## config.mk

```make
export PLATFORM = sky130hd
export DESIGN_NAME = pow2_clkdiv_bank
export DESIGN_NICKNAME = d
export VERILOG_FILES = /design/src/rtl/pow2_clkdiv_pkg.sv /design/src/rtl/pow2_clkdiv_fix.sv /design/src/rtl/pow2_clkdiv_ctrl.sv /design/src/rtl/pow2_clkdiv_lane.sv /design/src/rtl/pow2_clkdiv_bank.sv
export SDC_FILE = /design/constraint.sdc
export NUM_CORES = 1
export LEC_CHECK = 0
export CAP_MARGIN = 15
export CORE_ASPECT_RATIO = 0.5
export CORE_UTILIZATION = 60
export DETAILED_ROUTE_END_ITERATION = 16
export DONT_BUFFER_PORTS = 1
export PLACE_DENSITY = 0.87
export SETUP_SLACK_MARGIN = 0.2
export SLEW_MARGIN = 20
export SYNTH_ARGS = -nofsm -noshare
export SYNTH_HDL_FRONTEND = slang
export SYNTH_SLANG_ARGS = --single-unit
```

## constraint.sdc

```tcl
create_clock -name clk -period 9.1 [get_ports clk]
set_clock_uncertainty 0.05 [all_clocks]
set_input_delay 1.82 -clock clk [delete_from_list [all_inputs] [get_ports clk]]
set_output_delay 1.82 -clock clk [all_outputs]
set_load 0.01 [all_outputs]
```

## src/rtl/pow2_clkdiv_pkg.sv

```systemverilog
`timescale 1ns/1ps
// Shared constants and domain indices for the power-of-two divider bank.
// Assumes each domain field is EXP_W bits wide at offset index*EXP_W.
package pow2_clkdiv_pkg;
    localparam int EXP_W  = 2;                   // bits per exponent field
    localparam int N_DOM  = 6;                   // number of clock domains
    localparam int CTRL_W = 16;                  // control word width
    localparam int CNT_W  = (1 << EXP_W) - 1;    // counter bits for largest divide
    localparam int WIDE_W = EXP_W + 1;           // exponent plus carry headroom

    typedef enum int {
        DOM_ARM = 0,
        DOM_PER = 1,
        DOM_LCD = 2,
        DOM_TC  = 3,
        DOM_DSP = 4,
        DOM_MMU = 5
    } dom_e;
endpackage

```

## src/rtl/pow2_clkdiv_fix.sv

```systemverilog
`timescale 1ns/1ps
// Combinational repair of a raw control word.
// Order: clamp MMU to [DSP, DSP+1]; raise TC to ARM then MMU;
// lower TC to LCD then PER. Bits outside the MMU and TC fields pass through.
module pow2_clkdiv_fix
    import pow2_clkdiv_pkg::*;
(
    input  logic [CTRL_W-1:0] raw_word,
    output logic [CTRL_W-1:0] fixed_word
);
    localparam int OFF_ARM = int'(DOM_ARM) * EXP_W;
    localparam int OFF_PER = int'(DOM_PER) * EXP_W;
    localparam int OFF_LCD = int'(DOM_LCD) * EXP_W;
    localparam int OFF_TC  = int'(DOM_TC)  * EXP_W;
    localparam int OFF_DSP = int'(DOM_DSP) * EXP_W;
    localparam int OFF_MMU = int'(DOM_MMU) * EXP_W;

    logic [WIDE_W-1:0] e_arm, e_per, e_lcd, e_dsp, e_tc, e_mmu, dsp_up;

    // Apply the ordered ratio corrections and rebuild the word.
    always_comb begin
        e_arm  = {1'b0, raw_word[OFF_ARM +: EXP_W]};
        e_per  = {1'b0, raw_word[OFF_PER +: EXP_W]};
        e_lcd  = {1'b0, raw_word[OFF_LCD +: EXP_W]};
        e_dsp  = {1'b0, raw_word[OFF_DSP +: EXP_W]};
        e_tc   = {1'b0, raw_word[OFF_TC  +: EXP_W]};
        e_mmu  = {1'b0, raw_word[OFF_MMU +: EXP_W]};
        dsp_up = e_dsp + WIDE_W'(1);
        if (e_mmu < e_dsp) e_mmu = e_dsp;
        if (e_mmu > dsp_up) e_mmu = dsp_up;
        if (e_tc < e_arm) e_tc = e_arm;
        if (e_tc < e_mmu) e_tc = e_mmu;
        if (e_tc > e_lcd) e_tc = e_lcd;
        if (e_tc > e_per) e_tc = e_per;
        fixed_word = raw_word;
        fixed_word[OFF_MMU +: EXP_W] = e_mmu[EXP_W-1:0];
        fixed_word[OFF_TC  +: EXP_W] = e_tc[EXP_W-1:0];
    end
endmodule

```

## src/rtl/pow2_clkdiv_ctrl.sv

```systemverilog
`timescale 1ns/1ps
// Control word register: stores the repaired word on a write strobe.
// Optionally forces one reserved bit to 1 at reset and on every write.
// Assumes STUCK_ONE_BIT lies outside the exponent fields.
module pow2_clkdiv_ctrl
    import pow2_clkdiv_pkg::*;
#(
    parameter bit STUCK_ONE_EN  = 1'b0,
    parameter int STUCK_ONE_BIT = 13
) (
    input  logic              clk,
    input  logic              rst_n,
    input  logic              wr_en,
    input  logic [CTRL_W-1:0] wr_data,
    output logic [CTRL_W-1:0] ctrl_q
);
    localparam logic [CTRL_W-1:0] STUCK_MASK =
        STUCK_ONE_EN ? (CTRL_W'(1) << STUCK_ONE_BIT) : '0;

    logic [CTRL_W-1:0] fixed_word;

    pow2_clkdiv_fix u_fix (
        .raw_word   (wr_data),
        .fixed_word (fixed_word)
    );

    // Hold the repaired word; reset to all exponents zero.
    always_ff @(posedge clk) begin
        if (!rst_n)
            ctrl_q <= STUCK_MASK;
        else if (wr_en)
            ctrl_q <= fixed_word | STUCK_MASK;
    end
endmodule

```

## src/rtl/pow2_clkdiv_lane.sv

```systemverilog
`timescale 1ns/1ps
// One domain divider: free-running counter that pulses en when it
// reaches 2^exponent - 1. The exponent is reloaded only on that pulse.
module pow2_clkdiv_lane
    import pow2_clkdiv_pkg::*;
(
    input  logic             clk,
    input  logic             rst_n,
    input  logic [EXP_W-1:0] next_exp,
    output logic [EXP_W-1:0] act_exp,
    output logic             en
);
    logic [CNT_W-1:0] cnt_q;
    logic [CNT_W:0]   one_sh;
    logic [CNT_W-1:0] limit;

    // Terminal count for the active exponent.
    always_comb begin
        one_sh = (CNT_W+1)'(1) << act_exp;
        limit  = one_sh[CNT_W-1:0] - CNT_W'(1);
        en     = (cnt_q == limit);
    end

    // Count, wrap on the terminal count and pick up a new exponent there.
    always_ff @(posedge clk) begin
        if (!rst_n) begin
            cnt_q   <= '0;
            act_exp <= '0;
        end else if (en) begin
            cnt_q   <= '0;
            act_exp <= next_exp;
        end else begin
            cnt_q   <= cnt_q + CNT_W'(1);
        end
    end
endmodule

```

## src/rtl/pow2_clkdiv_bank.sv

```systemverilog
`timescale 1ns/1ps
// Divider bank top: repaired control register feeding one divider lane
// per domain. Domain d reads control bits [d*EXP_W +: EXP_W].
module pow2_clkdiv_bank
    import pow2_clkdiv_pkg::*;
#(
    parameter bit STUCK_ONE_EN  = 1'b0,
    parameter int STUCK_ONE_BIT = 13
) (
    input  logic              clk,
    input  logic              rst_n,
    input  logic              wr_en,
    input  logic [CTRL_W-1:0] wr_data,
    output logic [CTRL_W-1:0] rd_data,
    output logic [N_DOM-1:0]  clk_en
);
    logic [CTRL_W-1:0]      ctrl_q;
    logic [N_DOM*EXP_W-1:0] act_flat;

    pow2_clkdiv_ctrl #(
        .STUCK_ONE_EN  (STUCK_ONE_EN),
        .STUCK_ONE_BIT (STUCK_ONE_BIT)
    ) u_ctrl (
        .clk     (clk),
        .rst_n   (rst_n),
        .wr_en   (wr_en),
        .wr_data (wr_data),
        .ctrl_q  (ctrl_q)
    );

    for (genvar d = 0; d < N_DOM; d++) begin : g_lane
        pow2_clkdiv_lane u_lane (
            .clk      (clk),
            .rst_n    (rst_n),
            .next_exp (ctrl_q[d*EXP_W +: EXP_W]),
            .act_exp  (act_flat[d*EXP_W +: EXP_W]),
            .en       (clk_en[d])
        );
    end

    assign rd_data = ctrl_q;
endmodule

```

# After elaboration in Yosys (flattened, before gate mapping)
# Index checks and enable logic that the tools add are counted.
dict set report totals {
  rom_bits 0
  inputBits 19
  regBits 46
  out_inout_bits 22
  latchBits 0
  word_cells 57
  ramBits 0
  n_memories 0
}
dict set report op_classes {
  n_lt_le_gt_ge 6
  n_addsub 13
  mul 0
  n_mux 6
  eq_ne 6
  reduce_logical 6
  n_div 0
  shifts 6
  n_bitwise 1
}
# cell n
set op_table {}
lappend op_table {{3-bit by 1-bit adder with 3-bit output (second input constant)} 6}
lappend op_table {{3-bit equality test} 6}
lappend op_table {{1-bit by 2-bit << shifter with 3-bit output (first input constant)} 6}
lappend op_table {{3-bit by 1-bit subtractor with 3-bit output (second input constant)} 6}
lappend op_table {{2-bit OR reduction} 6}
lappend op_table {{3-bit 2-to-1 mux} 3}
lappend op_table {{3-bit by 2-bit greater-than comparator with 1-bit output} 2}
lappend op_table {{2-bit 2-to-1 mux} 3}
lappend op_table {{2-bit less-than comparator} 2}
lappend op_table {{2-bit by 1-bit adder with 3-bit output (second input constant)} 1}
lappend op_table {{3-bit greater-than comparator} 1}
lappend op_table {{3-bit less-than comparator} 1}
lappend op_table {{1-bit NOT} 1}

# Logic depth before layout (Yosys ltp)
dict set report logic_depth {
  depth_word 10
  ltp_mapped 24
  depth_no_buf 24
}

# By module
# From an unflattened synthesis, not the netlist that was laid out.
dict set report hier_totals {
  hier_cells 369
  area_unflattened_um2 3324.4
}
# module area_per_inst_um2 cells_per_inst instances
set by_module_without_submodules {}
lappend by_module_without_submodules {pow2_clkdiv_lane 354.1 40 6}
lappend by_module_without_submodules {pow2_clkdiv_ctrl 615.6 51 1}
lappend by_module_without_submodules {pow2_clkdiv_fix 584.3 78 1}

# Worst setup path before layout
# Ideal clock, no wire load.
dict set report synth_timing {
  path_type {input to register}
  start {input wr_data[9]}
  end {register u_ctrl.ctrl_q[6]}
  path_stages 24
  path_buffers 0
  t_arrival_ps 5680
  setup_slack_ps 3250
  required_time_ps 8930
  cell_sequence {inv_1 > ha_1 > nand2b_1 > a2bb2oi_2 > ha_1 > a21oi_2 > o21ai_1 > mux2i_1 > ha_1 > a211oi_1 > a31o_2 > mux2i_1 > ha_1 > a21oi_1 > a21oi_1 > nor2_1 > mux2i_1 > nand2_1 > ha_1 > nor2b_1 > o21ai_0 > nor2_1 > a31oi_1 > o21ai_2}
}
dict set report synth_via {
  elab_chain_cells 10
  word_cells_on_any_way 11
  classes_between {1 x add/sub; 5 x order compare; 5 x mux}
}
# item line
set synth_lines {}
lappend synth_lines {{start: declaration} pow2_clkdiv_bank.sv:13} ;# input logic [CTRL_W-1:0] wr_data,
lappend synth_lines {{2-bit less-than comparator} pow2_clkdiv_fix.sv:29} ;# if (e_mmu < e_dsp) e_mmu = e_dsp;
lappend synth_lines {{2-bit 2-to-1 mux} pow2_clkdiv_fix.sv:29}
lappend synth_lines {{3-bit greater-than comparator} pow2_clkdiv_fix.sv:30} ;# if (e_mmu > dsp_up) e_mmu = dsp_up;
lappend synth_lines {{3-bit 2-to-1 mux *} pow2_clkdiv_fix.sv:30}
lappend synth_lines {{3-bit less-than comparator} pow2_clkdiv_fix.sv:32} ;# if (e_tc < e_mmu) e_tc = e_mmu;
lappend synth_lines {{3-bit 2-to-1 mux *} pow2_clkdiv_fix.sv:32}
lappend synth_lines {{3-bit by 2-bit greater-than comparator with 1-bit output} pow2_clkdiv_fix.sv:33} ;# if (e_tc > e_lcd) e_tc = e_lcd;
lappend synth_lines {{3-bit 2-to-1 mux *} pow2_clkdiv_fix.sv:33}
lappend synth_lines {{3-bit by 2-bit greater-than comparator with 1-bit output} pow2_clkdiv_fix.sv:34} ;# if (e_tc > e_per) e_tc = e_per;
lappend synth_lines {{2-bit 2-to-1 mux *} pow2_clkdiv_fix.sv:34}
lappend synth_lines {{end signal: assignment} pow2_clkdiv_ctrl.sv:32} ;# ctrl_q <= fixed_word | STUCK_MASK;
lappend synth_lines {{end: declaration} pow2_clkdiv_ctrl.sv:15} ;# output logic [CTRL_W-1:0] ctrl_q
# Mark *: on every way between the ends. The rest lies on a longest branch, timed or not.
# A chain may end at the register's enable or synchronous reset.

# Worst setup path in the final report
# Same ends and word-level chain as after synthesis.

==> flow_summary.toml <==
[floorplanning]
rows = 15
die_width_microns = 91.2
coreArea_sq_um = 3620
design.die.area_sq_um = 4250
die_height_microns = 46.6
num_io_pins = 41
initial_standard_cell_utilization_of_the_core_pct = 65.9

[synthesis]
synthesis.area_sq_um = 2390
yosysUniqueCellTypes = 37
synthAdderAreaFrac_pct = 9.44
synth_top_family_by_area = "simple AND/OR/NAND/NOR gates"
synth_flop_cell = "dfxtp_1"
synth.avg_cell_area_sq_um = 9.39
synth_compound_gate_area_share_pct = 11.4
synth-seq-area-share_pct = 38.6
ys.warnings.count = 0
synth-async-reset-ratio_pct = 0
yosys.area_share.simple_pct = 19.3
synth-seq-cells = 46
syn-instance-count = 254
synth-edff-count = 0
synth.area.mux_share_pct = 12.0
syn-num-nets = 291
synth_xor_area_share_pct = 3.30

[finish]
final_core_utilization_pct = 68.7
synthToLayoutAreaGrowth_pct = 4.30
fin_nets = 286
antenna_cells = 0
post_route_cells_drive_above_1_share_pct = 9.60
final_cell_area_sq_um = 2490

[setup_path]
critical_path.startpoint_type = "input port"
critical_path.max_fanout = 4
worstSetupPathType = "in -> reg"
cp.required_ps = 9250
cp.arrival_ps = 6370
setup.worst_path.end_class = "flip-flop"

[pwr]
max-vdd-ir-drop_mv = 0.123
static_leakage_nw = 1.09
powerDensity_nw_per_um2 = 213

[min_path]
min_path_type = "reg -> reg"

[sta]
final.period_utilization_pct = 68.4
maxSlewHeadroom_pct = 75.1
tightest_pin_transition_ps = 363
report.final.hold_viol_count = 0
fmax_mhz = 161
final_setup_fails = 0
grt_setup_unrepaired = "no"
drv_slew = 0
final_period_minus_worst_setup_slack_ps = 6220
fin_tns_setup_ps = 0

[routing]
number_of_vias_per_cell = 5.75
aggregate_routed_wire_length_mm = 4.39
wl_per_cell_microns = 14.6
detail_route.drc_violations = 0
route.met3.wl_microns = 269
drt_pass1_iterations = 5
top_layer_used = "met4"
dr.first_iter.drc_count = 85
detailroute.via_count = 1731
wl_met1_mm = 1.90
drt.antenna.violating_nets = 0
met2RoutedLength_mm = 2.11

[clock_tree]
cts_inserted_buffers = 5
cts_clk_pin_slew_worst_paths_ps = 90
cts.hold.buffers_added = 0
post_cts.resized_instances = 0
cts_root_buffer = "clkbuf_8"
h-tree-depth = 2
cts_max_path_buffers = 2
tritoncts = "yes"
clock_latency_ps = 300
tritoncts_num_sinks = 46
post-cts-setup-buffer-count = 0

[global_route]
grt_start_max_net_pins = 43
grtUsageTotal_pct = 22.8
number_of_antenna_violations_at_the_first_check_in_global_routing = 0
first_global_vias = 1600
grt_pass1_wl_mm = 7.22
gr-total-overflow = 0

[place]
portBuffers = 0
placement.cell_area_sq_um = 2380
hpwlAfterDp_mm = 3.20
place_congestion = 0.813

[outcome]
status = "finished clean"

[flow_run]
cap_violations = 0
==> metal layers <==
| layer | GRT usage, % | up-vias |
|---|---|---|
| met5 | 0 | - |
| met4 | 11.4 | 0 |
| met3 | 7.76 | 15 |
| met2 | 41.7 | 56 |
| met1 | 25.0 | 805 |
| li1 | - | 855 |
==> sequential cells by signal (all words and copies together), names as in the netlist <==
| signal | count |
|---|---|
| g_lane.u_lane.act_exp | 12 |
| g_lane.u_lane.cnt_q | 18 |
| u_ctrl.ctrl_q | 16 |
==> cell usage after synthesis (all sizes together), types with 2 or more instances <==
library cell | count | share of area [%]
buf | 8 | 2.3
a21oi | 8 | 2.3
inv | 19 | 3.0
nand3 | 5 | 1.0
o21ai | 7 | 1.6
clkbuf | 4 | 0.63
a21boi | 3 | 0.94
nor3 | 9 | 1.9
dfxtp | 46 | 39
a22oi | 3 | 1.6
a32o | 3 | 1.3
nor2b | 27 | 7.4
nand2b | 2 | 0.52
xnor2 | 9 | 3.3
nand2 | 12 | 1.9
mux2i | 27 | 11
and3 | 10 | 2.6
nor2 | 22 | 3.5
ha | 18 | 9.4
==> path summary, 6_finish.rpt <==
path,startpoint,to,slack (ps),depth (start not counted)
setup / recovery,wr_data[9],u_ctrl.ctrl_q[6],2880,23
hold / removal,g_lane[1].u_lane.cnt_q[0],g_lane[1].u_lane.cnt_q[0],410,1
setup reg to reg,g_lane[4].u_lane.cnt_q[2],g_lane[4].u_lane.act_exp[0],7530,6
hold reg to reg,g_lane[1].u_lane.cnt_q[0],g_lane[1].u_lane.cnt_q[0],410,1
==> power breakdown <==
part	leakage [nW]	total, mW	switching (mW)	internal (mW)
registers	0.376	0.244	0.0229	0.221
logic	0.656	0.138	0.0757	0.0628
clock network	0.0579	0.148	0.0676	0.0808
==> critical path: stages <==
cell and delay [ps]:
inv_1 30, ha_1 230, nand2b_1 170, a2bb2oi_2 190, ha_1 270, a21oi_2 180, o21ai_1 140, mux2i_1 340
ha_1 290, nor2_1 180, a31o_2 180, mux2i_1 210, ha_1 280, a21oi_1 360, nor2_1 90, mux2i_1 210
nand2_1 90, ha_1 290, nor2b_1 130, o21ai_0 320, nor2_1 100, a31oi_1 190, o21ai_2 70
==> layout by cell type (no fill, tap or decap), types with 9 or more instances in the layout <==
| cell | count |
|---|---|
| dfxtp_1 | 46 |
| mux2i_1 | 27 |
| nor2b_1 | 26 |
| nor2_1 | 22 |
| inv_1 | 18 |
| ha_1 | 18 |
| nand2_1 | 12 |
| and3_1 | 10 |
| nor3_1 | 9 |
| xnor2_1 | 9 |
==> area by class of cell <==
cell class                 instances  area [sq um]
multi-input combinational        177          1320
fill                             277          1130
sequential                        46           921
inverter                          19          71.3
clock buffer                       5          68.8
tap                               51          63.8
clock inverter                     3          40.0
==> kinds of logic after synthesis <==
logic type	Yosys count
AOI/OAI and AO/OA	33
xor gates and xnor gates	9
adders and majority gates	18
buffers and inverters	31
DFF	46
muxes	28
and+or+nand+nor	89
==> stage by stage <==
stage          total power, mW  hold WS, ps  instances  setup slack (ps)
2_1_floorplan            0.377          376        254              3250
3_3_place_gp             0.376          393        293              3070
5_1_grt                  0.563          443        301              2560
4_1_cts                  0.533          412        301              3020
6_report                 0.531          407        301              2880
3_5_place_dp             0.385          394        293              2760
Note: power is estimated with default switching activity, not from simulation.
